===== config.mk =====
export PLATFORM = sky130hd
export DESIGN_NAME = dram_lp_sequencer
export DESIGN_NICKNAME = d
export VERILOG_FILES = /design/src/rtl/dls_pkg.sv /design/src/rtl/dls_cmd_timer.sv /design/src/rtl/dls_phase_cnt.sv /design/src/rtl/dls_ctrl.sv /design/src/rtl/dram_lp_sequencer.sv
export SDC_FILE = /design/constraint.sdc
export NUM_CORES = 1
export LEC_CHECK = 0
export ABC_AREA = 1
export ABC_CLOCK_PERIOD_IN_PS = 1640
export BUFFER_PORTS_ARGS = -buffer_cell sky130_fd_sc_hd__buf_2
export CORE_MARGIN = 4
export CORE_UTILIZATION = 47
export DETAILED_ROUTE_END_ITERATION = 10
export PLACE_DENSITY = 0.77
export SETUP_SLACK_MARGIN = 0.4
export SLEW_MARGIN = 20
export SYNTH_ARGS = -nofsm -noshare
export SYNTH_HDL_FRONTEND = slang
export SYNTH_SLANG_ARGS = --single-unit

===== constraint.sdc =====
create_clock -name clk -period 1.64 [get_ports clk]
set_clock_uncertainty 0.15 [all_clocks]
set_input_delay 0.246 -clock clk [delete_from_list [all_inputs] [get_ports clk]]
set_output_delay 0.246 -clock clk [all_outputs]
set_load 0.01 [all_outputs]

===== src/rtl/dls_pkg.sv =====
package dls_pkg;

  typedef enum logic [2:0] {
    CMD_MRS = 3'b000,
    CMD_REF = 3'b001,
    CMD_PRE = 3'b010,
    CMD_ACT = 3'b011,
    CMD_WR  = 3'b100,
    CMD_RD  = 3'b101,
    CMD_BST = 3'b110,
    CMD_NOP = 3'b111
  } cmd_e;

  typedef enum logic [1:0] {
    PS_ACTIVE      = 2'd0,
    PS_CLK_STOPPED = 2'd1,
    PS_DPD         = 2'd2,
    PS_REINIT      = 2'd3
  } pstate_e;

  typedef enum logic [2:0] {
    S_RUN,
    S_STOP,
    S_RESTART,
    S_DPD_ENT,
    S_DPD,
    S_DPD_XP,
    S_REINIT
  } seq_e;

  function automatic int unsigned umax(input int unsigned a, input int unsigned b);
    return (a > b) ? a : b;
  endfunction

  function automatic logic is_access(input logic [2:0] c);
    return (c != CMD_BST) && (c != CMD_NOP);
  endfunction

  // Settle window opened by a command, in controller cycles.
  function automatic int unsigned settle_cycles(
    input logic [2:0] c,
    input int unsigned t_rcd, input int unsigned t_rd, input int unsigned t_wr,
    input int unsigned t_rp, input int unsigned t_rfc, input int unsigned t_mrd);
    case (c)
      CMD_ACT: return t_rcd;
      CMD_RD:  return t_rd;
      CMD_WR:  return t_wr;
      CMD_PRE: return t_rp;
      CMD_REF: return t_rfc;
      CMD_MRS: return t_mrd;
      default: return 0;
    endcase
  endfunction

  function automatic pstate_e visible_state(input seq_e s);
    case (s)
      S_STOP, S_RESTART: return PS_CLK_STOPPED;
      S_DPD_ENT, S_DPD:  return PS_DPD;
      S_DPD_XP, S_REINIT: return PS_REINIT;
      default:           return PS_ACTIVE;
    endcase
  endfunction

endpackage


===== src/rtl/dls_cmd_timer.sv =====
module dls_cmd_timer import dls_pkg::*; #(
  parameter int unsigned T_RCD = 3,
  parameter int unsigned T_RD  = 4,
  parameter int unsigned T_WR  = 5,
  parameter int unsigned T_RP  = 3,
  parameter int unsigned T_RFC = 12,
  parameter int unsigned T_MRD = 2,
  parameter int unsigned TW    = 4
) (
  input  logic       clk,
  input  logic       rst_n,
  input  logic       issue,
  input  logic [2:0] cmd,
  output logic       idle
);

  logic [TW-1:0] remain;
  logic [TW-1:0] load_val;

  assign load_val = TW'(settle_cycles(cmd, T_RCD, T_RD, T_WR, T_RP, T_RFC, T_MRD));

  always_ff @(posedge clk) begin
    if (!rst_n)              remain <= '0;
    else if (issue)          remain <= load_val;
    else if (remain != '0)   remain <= remain - 1'b1;
  end

  assign idle = (remain == '0);

endmodule


===== src/rtl/dls_phase_cnt.sv =====
module dls_phase_cnt #(
  parameter int unsigned PW = 3
) (
  input  logic          clk,
  input  logic          rst_n,
  input  logic          load,
  input  logic [PW-1:0] load_val,
  output logic          done
);

  logic [PW-1:0] cnt;

  always_ff @(posedge clk) begin
    if (!rst_n)            cnt <= '0;
    else if (load)         cnt <= load_val;
    else if (cnt != '0)    cnt <= cnt - 1'b1;
  end

  assign done = (cnt == '0);

endmodule


===== src/rtl/dls_ctrl.sv =====
module dls_ctrl import dls_pkg::*; #(
  parameter int unsigned T_CKE = 2,
  parameter int unsigned T_XP  = 2,
  parameter int unsigned N_NOP = 1,
  parameter int unsigned PW    = 3
) (
  input  logic          clk,
  input  logic          rst_n,
  input  logic          req_dpd,
  input  logic          req_clk_stop,
  input  logic          req_wake,
  input  logic          init_done,
  input  logic          banks_closed,
  input  logic          timer_idle,
  input  logic          access_now,
  input  logic          stop_ok,
  input  logic          phase_done,
  output seq_e          state,
  output logic          phase_load,
  output logic [PW-1:0] phase_val,
  output logic          ev_dpd_enter,
  output logic          ev_stop_enter,
  output logic          ev_dpd_exit,
  output logic          dpd_reject
);

  localparam int unsigned CKE_LOW = (T_CKE < 2) ? 2 : T_CKE;
  localparam int unsigned XP_CYC  = (T_XP  < 1) ? 1 : T_XP;
  localparam int unsigned NOP_CYC = (N_NOP < 1) ? 1 : N_NOP;

  seq_e nxt;
  logic dpd_ok;
  logic in_run;

  assign in_run        = (state == S_RUN);
  assign dpd_ok        = banks_closed && timer_idle && !access_now;
  assign ev_dpd_enter  = in_run && req_dpd && dpd_ok;
  assign dpd_reject    = in_run && req_dpd && !dpd_ok;
  assign ev_stop_enter = in_run && !req_dpd && req_clk_stop && stop_ok;
  assign ev_dpd_exit   = (state == S_DPD) && req_wake && phase_done;

  always_comb begin
    nxt        = state;
    phase_load = 1'b0;
    phase_val  = '0;
    case (state)
      S_RUN: begin
        if (ev_dpd_enter) begin
          nxt        = S_DPD_ENT;
          phase_load = 1'b1;
          phase_val  = PW'(CKE_LOW - 1);
        end else if (ev_stop_enter) begin
          nxt = S_STOP;
        end
      end
      S_STOP: begin
        if (req_wake) begin
          nxt        = S_RESTART;
          phase_load = 1'b1;
          phase_val  = PW'(NOP_CYC - 1);
        end
      end
      S_RESTART: if (phase_done) nxt = S_RUN;
      S_DPD_ENT: nxt = S_DPD;
      S_DPD: begin
        if (ev_dpd_exit) begin
          nxt        = S_DPD_XP;
          phase_load = 1'b1;
          phase_val  = PW'(XP_CYC - 1);
        end
      end
      S_DPD_XP: if (phase_done) nxt = S_REINIT;
      S_REINIT: if (init_done)  nxt = S_RUN;
      default:  nxt = S_RUN;
    endcase
  end

  always_ff @(posedge clk) begin
    if (!rst_n) state <= S_RUN;
    else        state <= nxt;
  end

endmodule


===== src/rtl/dram_lp_sequencer.sv =====
module dram_lp_sequencer import dls_pkg::*; #(
  parameter int unsigned NBANK = 8,
  parameter int unsigned T_RCD = 3,
  parameter int unsigned T_RD  = 4,
  parameter int unsigned T_WR  = 5,
  parameter int unsigned T_RP  = 3,
  parameter int unsigned T_RFC = 12,
  parameter int unsigned T_MRD = 2,
  parameter int unsigned T_CKE = 2,
  parameter int unsigned T_XP  = 2,
  parameter int unsigned N_NOP = 1
) (
  input  logic             clk,
  input  logic             rst_n,
  input  logic             sched_valid,
  input  logic [2:0]       sched_cmd,
  output logic             sched_grant,
  input  logic [NBANK-1:0] banks_open,
  input  logic             rd_burst_active,
  input  logic             req_clk_stop,
  input  logic             req_dpd,
  input  logic             req_wake,
  input  logic             init_done,
  output logic             mem_cke,
  output logic             mem_clk_en,
  output logic [2:0]       mem_cmd,
  output logic             clock_stop_ok,
  output logic             dpd_reject,
  output logic             init_required,
  output logic [1:0]       pstate
);

  localparam int unsigned T_MAX = umax(umax(umax(T_RCD, T_RD), umax(T_WR, T_RP)),
                                       umax(umax(T_RFC, T_MRD), 1));
  localparam int unsigned TW    = $clog2(T_MAX + 1);
  localparam int unsigned P_MAX = umax(umax(T_CKE, T_XP), umax(N_NOP, 2));
  localparam int unsigned PW    = $clog2(P_MAX + 1);

  seq_e          state;
  logic          access_now;
  logic          issue;
  logic          timer_idle;
  logic          phase_load;
  logic [PW-1:0] phase_val;
  logic          phase_done;
  logic          ev_dpd_enter;
  logic          ev_stop_enter;
  logic          ev_dpd_exit;
  logic          in_run;

  assign in_run     = (state == S_RUN);
  assign access_now = sched_valid && is_access(sched_cmd);
  assign issue      = in_run && access_now;

  dls_cmd_timer #(
    .T_RCD(T_RCD), .T_RD(T_RD), .T_WR(T_WR), .T_RP(T_RP),
    .T_RFC(T_RFC), .T_MRD(T_MRD), .TW(TW)
  ) u_timer (
    .clk   (clk),
    .rst_n (rst_n),
    .issue (issue),
    .cmd   (sched_cmd),
    .idle  (timer_idle)
  );

  assign clock_stop_ok = in_run && timer_idle && !rd_burst_active && !access_now;

  dls_phase_cnt #(.PW(PW)) u_phase (
    .clk      (clk),
    .rst_n    (rst_n),
    .load     (phase_load),
    .load_val (phase_val),
    .done     (phase_done)
  );

  dls_ctrl #(
    .T_CKE(T_CKE), .T_XP(T_XP), .N_NOP(N_NOP), .PW(PW)
  ) u_ctrl (
    .clk           (clk),
    .rst_n         (rst_n),
    .req_dpd       (req_dpd),
    .req_clk_stop  (req_clk_stop),
    .req_wake      (req_wake),
    .init_done     (init_done),
    .banks_closed  (banks_open == '0),
    .timer_idle    (timer_idle),
    .access_now    (access_now),
    .stop_ok       (clock_stop_ok),
    .phase_done    (phase_done),
    .state         (state),
    .phase_load    (phase_load),
    .phase_val     (phase_val),
    .ev_dpd_enter  (ev_dpd_enter),
    .ev_stop_enter (ev_stop_enter),
    .ev_dpd_exit   (ev_dpd_exit),
    .dpd_reject    (dpd_reject)
  );

  always_comb begin
    if (state == S_DPD_ENT)         mem_cmd = CMD_BST;
    else if (in_run && sched_valid) mem_cmd = sched_cmd;
    else                            mem_cmd = CMD_NOP;
  end

  assign mem_cke       = !((state == S_DPD_ENT) || (state == S_DPD));
  assign mem_clk_en    = (state != S_STOP);
  assign sched_grant   = in_run;
  assign init_required = (state == S_DPD_XP) || (state == S_REINIT);
  assign pstate        = visible_state(state);

endmodule


==> summary.md <==
| Metric | Value |
|---|---|
| Lkg Pwr | `0.6659 nW` |
| Initial Util | `50.57%` |
| Worst setup SP type | `flip-flop` |
| Crit share post-route | `104.3%` |
| Count of hold-fix buffers inserted at cts | `0` |
| GR Util All Layers | `22.09%` |
| Critical path class | `reg -> out` |
| Sequential share of the synthesized area | `23.38%` |
| Hold WC Path Type | `in -> reg` |
| Final setup fails | `5` |
| YS warnings | `0` |
| First-pass GRT wire length | `4174 microns` |
| Hold endpoint | `u_ctrl.state[1]` |
| Outcome | `finished, violations left` |
| Failing checks | `setup timing` |
| VDD IR-drop max | `0.001374 V` |
| Crit Reg-Reg Endpoint | `u_ctrl.state[0]` |
| Hold Fails Final Rpt | `0` |
| Path depth of the worst reg2reg path | `11` |
| Overflow after GRT | `0` |
| Minimum setup slack among reg-to-reg paths | `40 ps` |
| Clk_lat worst skew | `270 ps` |
| Detailed-route wire length per cell | `14.26 microns` |
| Clock sink count | `9` |
| Worst reg2reg startpoint | `u_ctrl.state[0]` |
| Setup total negative slack | `-256.8 ps` |
| Clock root buffer | `clkbuf_4` |
| DRC | `0` |
| Clock tree from TritonCTS | `done` |
| Drt total wl | `2781 microns` |
| CP Data Arrival Time | `1310 ps` |
| CP Max Fanout | `5` |
| CP Data Required Time | `1240 ps` |
| Die H | `48.50 microns` |
| Met2 Track Usage GR | `38.91%` |
| Fmax | `584.8 MHz` |
| Number of CTS-inserted buffers | `3` |
| Initial antenna violation count | `0` |
| Die X | `48.50 microns` |
| H-Tree Level Count | `1` |
| Hold Path Depth | `3` |
| Final WS setup | `-69.94 ps` |
| Routed vias | `1,044` |
| Final HPWL DP | `1571 microns` |
| Pre-CTS WS | `94.41 ps` |
| Final ANT Viol Nets | `0` |
| GR Layer Usage met1 | `23.25%` |
| Relative slew margins | `62.26%` |
| Number of distinct library cells after synthesis | `25` |
| RSZ-0062 raised after global routing | `yes` |
| Share of cells above drive strength 1 | `49.16%` |
| Met3 usage | `6.748%` |
| PD cells | `2347 nW/um^2` |
| Overall Power | `2.933 mW` |
| Worst-Margin Slew | `566.1 ps` |
| I/O Pins | `30` |
| Full die area | `2352 sq um` |
| Largest net degree at the start of global routing | `9` |
| Reg clk slew, reported paths | `70 ps` |
| Rows | `14` |
| Core area | `1524 sq um` |
| Growth of design area from synthesis to finish | `62.18%` |
| Synthesized instance count | `132` |
| WHS | `146.9 ps` |
| Crit. End Element | `output pin` |
| First-pass DRT Iterations | `4` |
| Via-to-Cell Ratio | `5.354` |
| Slew Limit Fails | `0` |
| Synth Net Count | `154` |
| Syn avg cell area | `5.839 sq um` |
| Final GP Congestion | `0.7890` |
| Starting DRT DRC Count | `27` |
| Hold Startpoint | `rst_n` |
| Port buffer count | `29` |
| Netlist Area Pre-Place | `770.7 sq um` |
| Antenna diodes | `0` |
| Seq cells post-synth | `9` |
| Filler cells | `104` |
| Nets@finish | `202` |
| Busiest layer in global routing | `met2` |
| Bufs on Longest Clock Path | `2` |
| Post-layout min period | `1710 ps` |
| Number of global-route vias before repair | `974` |
| Max-cap violations | `0` |
[state kept, by name, indices dropped and copies added (netlist names)]
| signal | flops |
|---|---|
| u_phase.cnt | 2 |
| u_timer.remain | 4 |
| u_ctrl.state | 3 |
[per-stage QoR]
stage	util, %	cell area [sq um]	instances
2_1_floorplan	-	799.5	132
3_3_place_gp	62.32	949.7	175
3_5_place_dp	62.32	949.7	175
6_report	82.02	1250	195
4_1_cts	78.33	1194	193
5_1_grt	82.02	1250	195
[cells in the final DEF, fill, tap and decap left out, drive strengths merged]
| cell | n |
|---|---|
| a21boi | 1 |
| a21oi | 7 |
| and2 | 1 |
| buf | 45 |
| clkbuf | 4 |
| dfxtp | 9 |
| ha | 3 |
| inv | 22 |
| nand2 | 33 |
| nand3 | 12 |
| nand4 | 1 |
| nor2 | 28 |
| nor3 | 2 |
| nor4 | 1 |
| o21ai | 5 |
| o22a | 1 |
| o22ai | 1 |
| or2 | 1 |
| xor2 | 2 |
[area by class of cell]
cell class | count | area, sq um | share of cell area [%]
multi-input cells | 99 | 620.6 | 49.65
repair buffers | 45 | 301.5 | 24.12
clock buffers | 4 | 26.28 | 2.102
flip-flops and latches | 9 | 193.9 | 15.52
well taps | 16 | 20.02 | 1.602
inverters | 22 | 87.58 | 7.007
[cells by family (layout without fill, tap and decap cells)]
group,after synthesis,count (layout),share of synthesized area (%)
simple gates,79,79,46.59
xor+xnor,2,2,2.273
fa+ha+maj,3,3,4.871
flops,9,9,23.38
buf+inv,24,71,12.18
compound gates,15,15,10.71
[synth_stat cells]
| master | n | area [sq um] |
|---|---|---|
| nor2_4 | 1 | 11.26 |
| buf_4 | 1 | 7.510 |
| nor4_1 | 1 | 6.260 |
| o22ai_1 | 1 | 6.260 |
| nand2_2 | 2 | 12.51 |
| o22a_1 | 1 | 8.760 |
| nand3_2 | 1 | 10.01 |
| inv_2 | 2 | 7.510 |
| a21oi_1 | 7 | 35.03 |
| inv_1 | 20 | 75.07 |
| nand3_1 | 11 | 55.05 |
| o21ai_0 | 5 | 25.02 |
| nand4_1 | 1 | 6.260 |
| clkbuf_1 | 1 | 3.750 |
| xor2_1 | 2 | 17.52 |
| a21boi_0 | 1 | 7.510 |
| nor3_1 | 2 | 10.01 |
| dfxtp_1 | 9 | 180.2 |
| ha_1 | 3 | 37.54 |
| nand2_1 | 30 | 112.6 |
| nor2_1 | 25 | 93.84 |
| or2_4 | 1 | 8.760 |
| nor2_2 | 2 | 12.51 |
| nand2_4 | 1 | 11.26 |
| and2_4 | 1 | 8.760 |
[critical path, stage by stage (launching register included)]
cell,delay (ps)
dfxtp_4,370
nor2_4,140
nand2_4,90
nor2_4,100
nand2_1,70
o21ai_1,70
inv_1,50
buf_2,140
[how the worst max path moves through the flow]
stage	start	end	slack, ps
2_1_floorplan	u_ctrl.state[1]	u_timer.remain[0]	230
3_3_place_gp	u_timer.remain[0]	u_ctrl.state[1]	130
3_5_place_dp	u_timer.remain[0]	u_ctrl.state[1]	90
4_1_cts	u_ctrl.state[1]	mem_cmd[0]	-50
5_1_grt	u_ctrl.state[0]	mem_cmd[0]	-130
6_report	u_ctrl.state[0]	mem_cmd[0]	-70
[power breakdown]
| part | switching, mW | leakage, nW | total [mW] | internal, mW |
|---|---|---|---|---|
| clock network | 0.0859 | 0.0150 | 0.180 | 0.0941 |
| registers | 0.139 | 0.0770 | 0.497 | 0.358 |
| logic | 1.22 | 0.574 | 2.26 | 1.04 |
| total | 1.45 | 0.666 | 2.93 | 1.49 |
[layer usage]
metal	vias to the layer above	part of all wire, %
li1	506	-
met1	474	37
met2	50	52
met3	14	6.8
met4	0	4.5
met5	-	0
[what timing repair did]
action / 4_1_cts / 5_1_grt
gates resized for setup: 33 / 12
cloned: 0 / 0
endpoints found under the setup margin: 20 / 20
setup buffers: 14 / 2
pin swaps: 10 / 5
Power figures use the tool's default switching activity.
